[src/rtl/ocp_pkg.sv]
package ocp_pkg;
  typedef enum logic [1:0] {
    RAIL_SMALL    = 2'b00,
    RAIL_MED      = 2'b01,
    RAIL_COMB     = 2'b10,
    RAIL_COMB_ALT = 2'b11
  } rail_e;
endpackage

[src/rtl/ocp_fault_quant.sv]
module ocp_fault_quant
  import ocp_pkg::*;
#(
  parameter int CMD_W     = 9,
  parameter int CODE_W    = 6,
  parameter int SMALL_SH  = 3,
  parameter int LARGE_SH  = 4,
  parameter int SMALL_MAX = 16,
  parameter int MED_MAX   = 16,
  parameter int COMB_MAX  = 32
) (
  input  logic              clk,
  input  logic              rst,
  input  logic              load_i,
  input  logic [1:0]        rail_i,
  input  logic [CMD_W-1:0]  cmd_i,
  output logic [CODE_W-1:0] code_o
);
  localparam int SW = CMD_W + 1;
  localparam logic [SW-1:0] SMALL_ADD = SW'((1 << SMALL_SH) - 1);
  localparam logic [SW-1:0] LARGE_ADD = SW'((1 << LARGE_SH) - 1);

  rail_e          rail;
  logic [SW-1:0]  ceil_s, ceil_l, ceil_sel, max_sel;
  logic [2:0]     sh_sel;
  logic [CODE_W-1:0] code_nxt;

  assign rail   = rail_e'(rail_i);
  assign ceil_s = (SW'(cmd_i) + SMALL_ADD) >> SMALL_SH;
  assign ceil_l = (SW'(cmd_i) + LARGE_ADD) >> LARGE_SH;

  always_comb begin
    case (rail)
      RAIL_SMALL: begin ceil_sel = ceil_s; max_sel = SW'(SMALL_MAX); sh_sel = 3'(SMALL_SH); end
      RAIL_MED:   begin ceil_sel = ceil_l; max_sel = SW'(MED_MAX);   sh_sel = 3'(LARGE_SH); end
      default:    begin ceil_sel = ceil_l; max_sel = SW'(COMB_MAX);  sh_sel = 3'(LARGE_SH); end
    endcase
    code_nxt = (ceil_sel > max_sel) ? CODE_W'(max_sel) : CODE_W'(ceil_sel);
  end

  always_ff @(posedge clk) begin
    if (rst)         code_o <= '0;
    else if (load_i) code_o <= code_nxt;
  end

  // code never sits below the command unless saturated
  assert_round_up_R2: assert property (@(posedge clk) disable iff (rst)
    load_i |=> (SW'(code_o) == $past(max_sel)) ||
               ((SW'(code_o) << $past(sh_sel)) >= $past(SW'(cmd_i))));
  assert_code_range_R4: assert property (@(posedge clk) disable iff (rst)
    SW'(code_o) <= SW'(COMB_MAX));
endmodule

[src/rtl/ocp_mid_timer.sv]
module ocp_mid_timer #(
  parameter int CNT_W = 12
) (
  input  logic clk,
  input  logic rst,
  input  logic gate_i,
  output logic rise_o,
  output logic hit_o,
  output logic strobe_o
);
  localparam logic [CNT_W-1:0] CNT_MAX = '1;
  localparam logic [CNT_W-1:0] ONE     = CNT_W'(1);
  localparam logic [CNT_W-1:0] TWO     = CNT_W'(2);

  logic             g_q, fall;
  logic [CNT_W-1:0] cnt_q, width_q, cnt_nxt, half;

  assign rise_o  = gate_i & ~g_q;
  assign fall    = ~gate_i & g_q;
  assign cnt_nxt = rise_o ? ONE : ((cnt_q == CNT_MAX) ? cnt_q : cnt_q + ONE);
  assign half    = width_q >> 1;
  assign hit_o   = gate_i && (width_q >= TWO) && (cnt_nxt == half);

  always_ff @(posedge clk) begin
    if (rst) begin
      g_q      <= 1'b0;
      cnt_q    <= '0;
      width_q  <= '0;
      strobe_o <= 1'b0;
    end else begin
      g_q      <= gate_i;
      strobe_o <= hit_o;
      if (gate_i) cnt_q <= cnt_nxt;
      if (fall)   width_q <= cnt_q;
    end
  end

  // the strobe is a single pulse inside a conduction interval
  assert_strobe_single_R6: assert property (@(posedge clk) disable iff (rst)
    strobe_o |=> !strobe_o);
  assert_strobe_in_gate_R6: assert property (@(posedge clk) disable iff (rst)
    strobe_o |-> $past(gate_i));
endmodule

[src/rtl/ocp_flag_latch.sv]
module ocp_flag_latch #(
  parameter int CMD_W   = 9,
  parameter int SYNC_ST = 2
) (
  input  logic             clk,
  input  logic             rst,
  input  logic             load_i,
  input  logic             hit_i,
  input  logic [CMD_W-1:0] warn_cmd_i,
  input  logic [CMD_W-1:0] adc_i,
  input  logic             trip_i,
  input  logic             clr_i,
  output logic             warn_o,
  output logic             fault_o
);
  logic [CMD_W-1:0]   warn_thr_q, eff_thr;
  logic [SYNC_ST-1:0] sync_q;
  logic               trip_s;

  generate
    if (SYNC_ST == 1) begin : g_sync1
      always_ff @(posedge clk) begin
        if (rst) sync_q <= '0;
        else     sync_q <= trip_i;
      end
    end else begin : g_syncn
      always_ff @(posedge clk) begin
        if (rst) sync_q <= '0;
        else     sync_q <= {sync_q[SYNC_ST-2:0], trip_i};
      end
    end
  endgenerate

  assign trip_s  = sync_q[SYNC_ST-1];
  assign eff_thr = load_i ? warn_cmd_i : warn_thr_q;

  always_ff @(posedge clk) begin
    if (rst) begin
      warn_thr_q <= '0;
      warn_o     <= 1'b0;
      fault_o    <= 1'b0;
    end else begin
      if (load_i) warn_thr_q <= warn_cmd_i;
      warn_o  <= (warn_o & ~clr_i) | (hit_i & (adc_i >= eff_thr));
      fault_o <= (fault_o & ~clr_i) | trip_s;
    end
  end

  assert_warn_hold_R10: assert property (@(posedge clk) disable iff (rst)
    (warn_o && !clr_i) |=> warn_o);
  assert_fault_hold_R10: assert property (@(posedge clk) disable iff (rst)
    (fault_o && !clr_i) |=> fault_o);
  assert_warn_cause_R8: assert property (@(posedge clk) disable iff (rst)
    $rose(warn_o) |-> $past(hit_i));
  assert_fault_cause_R9: assert property (@(posedge clk) disable iff (rst)
    $rose(fault_o) |-> $past(trip_s));
endmodule

[src/rtl/ocp_limit_monitor.sv]
module ocp_limit_monitor #(
  parameter int CMD_W   = 9,
  parameter int CODE_W  = 6,
  parameter int CNT_W   = 12,
  parameter int SYNC_ST = 2
) (
  input  logic              clk,
  input  logic              rst,
  input  logic              ls_gate,
  input  logic [1:0]        rail_sel,
  input  logic [CMD_W-1:0]  warn_cmd,
  input  logic [CMD_W-1:0]  fault_cmd,
  input  logic [CMD_W-1:0]  adc_cur,
  input  logic              comp_trip,
  input  logic              flag_clr,
  output logic [CODE_W-1:0] cmp_code,
  output logic              samp_strobe,
  output logic              warn_flag,
  output logic              fault_flag
);
  logic gate_rise, sample_hit;

  ocp_mid_timer #(.CNT_W(CNT_W)) timer_i (
    .clk(clk), .rst(rst), .gate_i(ls_gate),
    .rise_o(gate_rise), .hit_o(sample_hit), .strobe_o(samp_strobe)
  );

  ocp_fault_quant #(.CMD_W(CMD_W), .CODE_W(CODE_W)) quant_i (
    .clk(clk), .rst(rst), .load_i(gate_rise), .rail_i(rail_sel),
    .cmd_i(fault_cmd), .code_o(cmp_code)
  );

  ocp_flag_latch #(.CMD_W(CMD_W), .SYNC_ST(SYNC_ST)) flags_i (
    .clk(clk), .rst(rst), .load_i(gate_rise), .hit_i(sample_hit),
    .warn_cmd_i(warn_cmd), .adc_i(adc_cur), .trip_i(comp_trip),
    .clr_i(flag_clr), .warn_o(warn_flag), .fault_o(fault_flag)
  );

  // the comparator code only moves at a low-side turn-on
  assert_code_stable_R1: assert property (@(posedge clk) disable iff (rst)
    !gate_rise |=> $stable(cmp_code));
endmodule

[config.mk]
export PLATFORM = sky130hd
export DESIGN_NAME = ocp_limit_monitor
export DESIGN_NICKNAME = d
export VERILOG_FILES = /design/src/rtl/ocp_pkg.sv /design/src/rtl/ocp_fault_quant.sv /design/src/rtl/ocp_mid_timer.sv /design/src/rtl/ocp_flag_latch.sv /design/src/rtl/ocp_limit_monitor.sv
export SDC_FILE = /design/constraint.sdc
export NUM_CORES = 1
export LEC_CHECK = 0
export ABC_AREA = 1
export BUFFER_PORTS_ARGS = -buffer_cell sky130_fd_sc_hd__buf_4
export CAP_MARGIN = 20
export CORE_MARGIN = 10
export CORE_UTILIZATION = 57
export DETAILED_ROUTE_END_ITERATION = 8
export HOLD_SLACK_MARGIN = 0.06
export PLACE_DENSITY = 0.8
export SKIP_LAST_GASP = 1
export SYNTH_ARGS = -nofsm -noshare
export SYNTH_HDL_FRONTEND = slang
export SYNTH_HIERARCHICAL = 1
export SYNTH_SLANG_ARGS = --single-unit
[constraint.sdc]
create_clock -name clk -period 2.4 [get_ports clk]
set_input_delay 0.48 -clock clk [delete_from_list [all_inputs] [get_ports clk]]
set_output_delay 0.48 -clock clk [all_outputs]
set_load 0.03 [all_outputs]
==> flow_metrics.py, run 1 <==
metrics = {
    "status": {
        "status": "completed",
    },
    "clock_tree": {
        "cts_hold_buf": 0,
        "insertion_delay_ns": 0.30,
        "htree_levels": 2,
        "cts_tree": "done",
        "cts_resized": 0,
        "root_buffer": "clkbuf_8",
        "cts_setup_buffers": 0,
        "cts_buffers": 5,
        "clkTransAtPathRegs_ns": 0.09,
        "clockBufferDepth": 2,
        "cts.sinks": 44,
    },
    "synth": {
        "netlist_instances": 418,
        "synth_top_cell_area_share_pct": 31.51,
        "ys_seq_area_share_pct": 31.51,
        "ys_ff_latch": 44,
        "syn_nets": 464,
        "synth_edf_count": 0,
        "synth_ff_type": "dfxtp_1",
        "yosysTopAreaCell": "dfxtp_1",
        "async_reset_ff_share_pct": 0,
        "syn_avg_cell_area_um2": 6.687,
        "yosys_warnings": 6,
        "synth.area.top_cells": "dfxtp_1 32%, nand2_1 13%, nand3_1 6.8%",
        "syn_area_mm2": 0.002795,
        "synth_cell_type_count": 35,
    },
    "timing": {
        "hold_violations": 0,
        "rsz0062_at_grt": "false",
        "drv_slew": 0,
        "finClkSkew_ns": 0.01123,
        "relSlewSlack_pct": 62.87,
        "fmax_mhz": 486.2,
        "layout_min_cycle_time_ns": 2.057,
        "worst_slew_pin_slew_ns": 0.5564,
        "setup_viol": 0,
        "final_min_period_over_clock_period_pct": 85.69,
        "final.setup.tns_ns": 0,
    },
    "place": {
        "gp_congestion": 0.9174,
        "dp_hpwl_mm": 5.288,
        "placed_cells": 521,
        "io_buffers": 42,
    },
    "floorplanning": {
        "die_x_um": 90.03,
        "core_mm2": 0.004723,
        "rows": 25,
        "fp.dieArea_mm2": 0.008105,
        "die_h_um": 90.03,
        "start_util_pct": 59.18,
        "io_pins": 43,
    },
    "global_routing": {
        "grt_pass1_vias": 2818,
        "antenna_found_initial": 0,
        "grt_usage_pct": 17.10,
        "grt_overflow": 0,
        "grt_pass1_wl_mm": 12.11,
        "grt_max_degree": 25,
    },
    "final_layout": {
        "syn2layout_area_growth_pct": 18.44,
        "insertedDiodeCount": 0,
        "drive_gt1_share_pct": 19.91,
        "stdcell_count": 529,
        "nets": 507,
        "n_fill_cell": 410,
    },
    "power": {
        "internal-power_w": 0.001273,
        "p_seq_share_pct": 44.7,
        "pwr-share-comb_pct": 21.9,
        "p_leak_nw": 1.537,
        "p_per_area_mw_per_mm2": 543.1,
        "switching_power_w": 0.0005252,
        "vdd_drop_max_mv": 0.3256,
        "p_clk_share_pct": 33.4,
        "swShare_pct": 29.21,
        "finalPower_w": 0.001798,
    },
    "critical_path": {
        "startpoint": "timer_i/cnt_q[0]$_SDFFE_PP0P_",
        "cp_max_fo": 10,
        "rrSetupSlack_ns": 0.34,
        "r2r-start": "timer_i/cnt_q[0]$_SDFFE_PP0P_",
        "reg2reg_to": "flags_i/warn_o$_SDFF_PP0_",
        "r2r_cells": 15,
        "worstPathArrival_ns": 2.30,
        "start_kind": "register",
        "crit_required_ns": 2.64,
        "worstSetupPathType": "reg2reg",
        "worst_setup_path_end_kind": "register",
    },
    "min_path": {
        "hold_start": "comp_trip",
        "min_path_cells": 3,
        "hp-class": "in2reg",
        "holdPathEnd": "flags_i/sync_q[0]$_SDFF_PP0_",
    },
    "drt": {
        "viasPerCell": 5.312,
        "num_vias": 2810,
        "ant_nets": 0,
        "drt_iter0_drc": 213,
        "drtPass1Iterations": 4,
        "drc": 0,
        "avgRoutedWirePerCell_um": 13.12,
        "routed_wl_mm": 6.941,
    },
    "job": {
        "max_cap_violations": 0,
    },
}
worst max-delay path: stages, from the launching register on:
cell and delay (ns):
dfxtp_1 0.35, ha_1 0.26, nand3_1 0.15, inv_2 0.14, nand3_4 0.15, nand3_1 0.14
nand2_1 0.08, nand2_1 0.07, nand2_1 0.05, nor2_1 0.10, nand2_1 0.09, nor2_1 0.11
nand2_1 0.08, inv_1 0.06, nand2_1 0.06, a21oi_2 0.10
metal layers:
metal / global-route usage, % / vias up / wire length [um]
met3: 3.907 / 9 / 329
met2: 30.63 / 65 / 3438
li1: - / 1455 / -
met4: 6.101 / 0 / 125
met1: 19.29 / 1281 / 3048
met5: 0 / - / 0
flip-flops by register name, summed over array words and instances (netlist names), 2 cells and up:
signal,flops
flags_i/sync_q,2
flags_i/warn_thr_q,9
quant_i/code_o,6
timer_i/cnt_q,12
timer_i/width_q,11
worst max path at each step:
stage | slack [ns] | endpoint | cells after the start
final | 0.34 | flags_i/warn_o$_SDFF_PP0_ | 15
after global routing | 0.12 | flags_i/warn_o$_SDFF_PP0_ | 15
after CTS | 0.36 | flags_i/warn_o$_SDFF_PP0_ | 15
after detailed placement | 0.19 | quant_i/code_o[5]$_SDFFE_PP0P_ | 16
after global placement | 0.26 | quant_i/code_o[5]$_SDFFE_PP0P_ | 16
after floorplan | 0.46 | flags_i/warn_o$_SDFF_PP0_ | 11
cell usage after synthesis (2+ instances only):
| library cell | number |
|---|---|
| a21oi_1 | 32 |
| nand3b_1 | 8 |
| nand3_1 | 38 |
| a211oi_1 | 2 |
| inv_2 | 5 |
| nor3_1 | 3 |
| nor2_2 | 9 |
| nand3_2 | 4 |
| inv_1 | 39 |
| mux2i_1 | 8 |
| nor2_4 | 4 |
| dfxtp_1 | 44 |
| nor2_1 | 44 |
| buf_4 | 3 |
| o21ai_0 | 24 |
| o21ai_2 | 2 |
| ha_1 | 12 |
| buf_2 | 2 |
| nand4_1 | 7 |
| nand2_1 | 99 |
| nand2_2 | 10 |
| clkbuf_1 | 6 |
kinds of logic (layout without fill, tap and decap cells):
| kind of cell | count (synthesis) | count (layout) | synth area share, % |
|---|---|---|---|
| buf+inv | 57 | 101 | 8.191 |
| flops | 44 | 44 | 31.51 |
| mux | 8 | 8 | 2.865 |
| compound gates | 67 | 67 | 13.03 |
| xor+xnor | 2 | 2 | 0.6268 |
| simple gates | 228 | 228 | 38.41 |
| fa+ha+maj | 12 | 12 | 5.371 |
power by group through the flow:
| stage | clock [W] | sequential [W] | combinational, W |
|---|---|---|---|
| detailed placement | 0 | 0.000819 | 0.000390 |
| global placement | 0 | 0.000819 | 0.000380 |
| finish | 0.000601 | 0.000803 | 0.000393 |
| CTS | 0.000616 | 0.000802 | 0.000394 |
| floorplan | 0 | 0.000826 | 0.000251 |
| global route | 0.000643 | 0.000809 | 0.000446 |
area by class of cell:
class,count,area [um2],area share [%]
Sequential cell,44,880.8,26.61
Clock buffer,6,82.58,2.494
Multi-Input combinational cell,317,1685,50.91
Tap cell,67,83.83,2.532
Clock inverter,2,38.79,1.172
Timing Repair Buffer,47,365.4,11.04
Inverter,46,173.9,5.253
layout by cell type (no fill, tap or decap), drive strengths merged:
master	n
nand2	109
nor2	57
buf	47
dfxtp	44
inv	44
nand3	43
a21oi	33
o21ai	27
ha	12
mux2i	8
nand3b	8
nand4	7
clkbuf	6
nor3	3
clkinv	3
a211oi	2
bufinv	1
a31oi	1
a22o	1
a21boi	1
o21bai	1
xnor2	1
xor2	1
or2	1
o21a	1
stage by stage:
step / instance area [um2] / setup slack (ns) / hold WS (ns) / util [%]
floorplan: 2795 / 0.4649 / 0.3883 / -
global placement: 3189 / 0.2610 / 0.3942 / 67.52
detailed placement: 3189 / 0.1901 / 0.4113 / 67.52
CTS: 3311 / 0.3615 / 0.3690 / 70.09
global route: 3311 / 0.1164 / 0.3945 / 70.09
finish: 3311 / 0.3433 / 0.3722 / 70.09
Power figures use the tool's default switching activity.
==> run 2, diff against run 1 <==
--- a/config.mk
+++ b/config.mk
@@ -10,8 +10,10 @@
 export CAP_MARGIN = 20
 export CORE_MARGIN = 10
-export CORE_UTILIZATION = 57
+export CORE_UTILIZATION = 59
+export CTS_BUF_LIST = sky130_fd_sc_hd__clkbuf_4
 export DETAILED_ROUTE_END_ITERATION = 8
 export HOLD_SLACK_MARGIN = 0.06
-export PLACE_DENSITY = 0.8
+export PLACE_DENSITY = 0.82
+export SKIP_CTS_REPAIR_TIMING = 1
 export SKIP_LAST_GASP = 1
 export SYNTH_ARGS = -nofsm -noshare
==> constraint.sdc (replaced) <==
create_clock -name clk -period 2.4 [get_ports clk]
set_input_delay 0.24 -clock clk [delete_from_list [all_inputs] [get_ports clk]]
set_output_delay 0.24 -clock clk [all_outputs]
set_load 0.03 [all_outputs]
==> run 2 against run 1 <==
Via count down 0.71%; register-to-register slack worse by 0.03 ns; final area fell by 1.9%; largest power group unchanged.
==> flow_metrics.py, run 2 (same netlist as run 1, synthesis figures left out) <==
metrics = {
    "status": {
        "status": "completed",
    },
    "global_routing": {
        "grt_usage_pct": 17.78,
        "antenna_found_initial": 0,
        "grt_overflow": 0,
        "grt_max_degree": 25,
        "grt_pass1_vias": 2657,
        "grt_pass1_wl_mm": 11.45,
    },
    "final_layout": {
        "syn2layout_area_growth_pct": 16.25,
        "reg_top3": "timer_i/cnt_q x12, timer_i/width_q x11, flags_i/warn_thr_q x9",
        "stdcell_count": 513,
        "final_common_cell": "nand2_1",
        "final_cell_mix": "99 x nand2_1, 44 x nor2_1, 44 x dfxtp_1, 44 x buf_4, 39 x inv_1",
        "drive_gt1_share_pct": 19.52,
        "insertedDiodeCount": 0,
        "n_fill_cell": 357,
        "multi_input_area_mm2": 0.001685,
        "nets": 506,
        "fin_util_pct": 72.62,
        "largest-register": "timer_i/cnt_q",
        "seq_area_um2": 880.8,
        "largest_register_ffs": 12,
    },
    "clock_tree": {
        "clockBufferDepth": 2,
        "root_buffer": "clkbuf_4",
        "cts.sinks": 44,
        "htree_levels": 2,
        "cts_tree": "done",
        "cts_buffers": 5,
        "insertion_delay_ns": 0.35,
        "clkTransAtPathRegs_ns": 0.14,
    },
    "place": {
        "gp_congestion": 0.9531,
        "pre_cts_ws_ns": 0.2252,
        "io_buffers": 42,
        "dp_hpwl_mm": 5.302,
        "placed_cells": 504,
    },
    "power": {
        "p_leak_nw": 1.512,
        "p_per_area_mw_per_mm2": 512.2,
        "finalPower_w": 0.001664,
        "vdd_drop_max_mv": 0.3777,
    },
    "critical_path": {
        "rrSetupSlack_ns": 0.32,
        "start_kind": "register",
        "reg2reg_to": "flags_i/warn_o$_SDFF_PP0_",
        "r2r-start": "timer_i/cnt_q[1]$_SDFFE_PP0P_",
        "startpoint": "timer_i/cnt_q[1]$_SDFFE_PP0P_",
        "worstPathArrival_ns": 2.39,
        "worst_setup_path_end_kind": "register",
        "crit_required_ns": 2.70,
        "r2r_cells": 15,
        "worstSetupPathType": "reg2reg",
        "cp_max_fo": 10,
    },
    "drt": {
        "drc": 0,
        "num_vias": 2790,
        "routed_wl_mm": 6.743,
        "drt_iter0_drc": 181,
        "drtPass1Iterations": 4,
        "ant_nets": 0,
        "viasPerCell": 5.439,
        "avgRoutedWirePerCell_um": 13.14,
    },
    "floorplanning": {
        "start_util_pct": 62.47,
        "die_h_um": 88.83,
        "rows": 24,
        "io_pins": 43,
        "die_x_um": 88.83,
        "core_mm2": 0.004474,
        "fp.dieArea_mm2": 0.007891,
    },
    "timing": {
        "drv_slew": 0,
        "hold_violations": 0,
        "setup_viol": 0,
        "worst_slew_pin_slew_ns": 0.5340,
        "final.setup.tns_ns": 0,
        "layout_min_cycle_time_ns": 2.083,
        "relSlewSlack_pct": 64.36,
        "rsz0062_at_grt": "false",
        "final_min_period_over_clock_period_pct": 86.79,
        "fmax_mhz": 480.1,
        "fin_ws_ns": 0.3169,
        "finClkSkew_ns": 0.01002,
    },
    "min_path": {
        "hold_start": "warn_cmd[6]",
        "hp-class": "in2reg",
        "min_path_cells": 3,
        "holdPathEnd": "flags_i/warn_thr_q[6]$_SDFF_PP0_",
    },
    "job": {
        "max_cap_violations": 0,
    },
}
run 2: stage by stage:
step | hold slack [ns] | area (um2)
floorplan | 0.3024 | 2795
global placement | 0.3920 | 3156
detailed placement | 0.3974 | 3156
CTS | 0.05743 | 3239
global route | 0.1406 | 3249
finish | 0.1554 | 3249
run 2: worst max path at each step:
stage	end	cells after the start
after floorplan	flags_i/warn_o$_SDFF_PP0_	15
after detailed placement	flags_i/warn_o$_SDFF_PP0_	12
final	flags_i/warn_o$_SDFF_PP0_	15
after global placement	flags_i/warn_o$_SDFF_PP0_	12
after global routing	flags_i/warn_o$_SDFF_PP0_	15
after CTS	flags_i/warn_o$_SDFF_PP0_	15
run 2: critical path, cell delays in order, from the launching register on:
cell     delay, ns
dfxtp_1       0.42
ha_1          0.26
nand3_1       0.13
inv_2         0.13
nand3_4       0.15
nand3_1       0.13
nand2_1       0.07
nand2_1       0.08
nand2_1       0.05
nor2_1        0.13
nand2_1       0.09
nor2_1        0.10
nand2_1       0.08
inv_1         0.06
nand2_1       0.06
a21oi_2       0.10
run 2: where the power goes:
part | switching [W] | total (W) | internal [W]
logic | 0.000227 | 0.000388 | 0.000161
clock network | 0.000248 | 0.000470 | 0.000223
registers | 0.0000345 | 0.000806 | 0.000771
total | 0.000510 | 0.00166 | 0.00115
run 2: cell type report:
| cell class | count | area share [%] |
|---|---|---|
| timing repair buffer | 46 | 11.09 |
| multi-input combinational | 317 | 51.87 |
| inverter | 46 | 5.352 |
| clock inverter | 3 | 1.425 |
| tap | 52 | 2.002 |
| sequential | 44 | 27.11 |
| clock buffer | 5 | 1.155 |
run 2: routing by layer:
metal	track usage, %	routed length (um)	part of all wire, %
met1	20.43	2797	41
met2	30.52	3365	50
met3	4.320	414	6.1
met4	7.930	166	2.5
met5	0	0	0
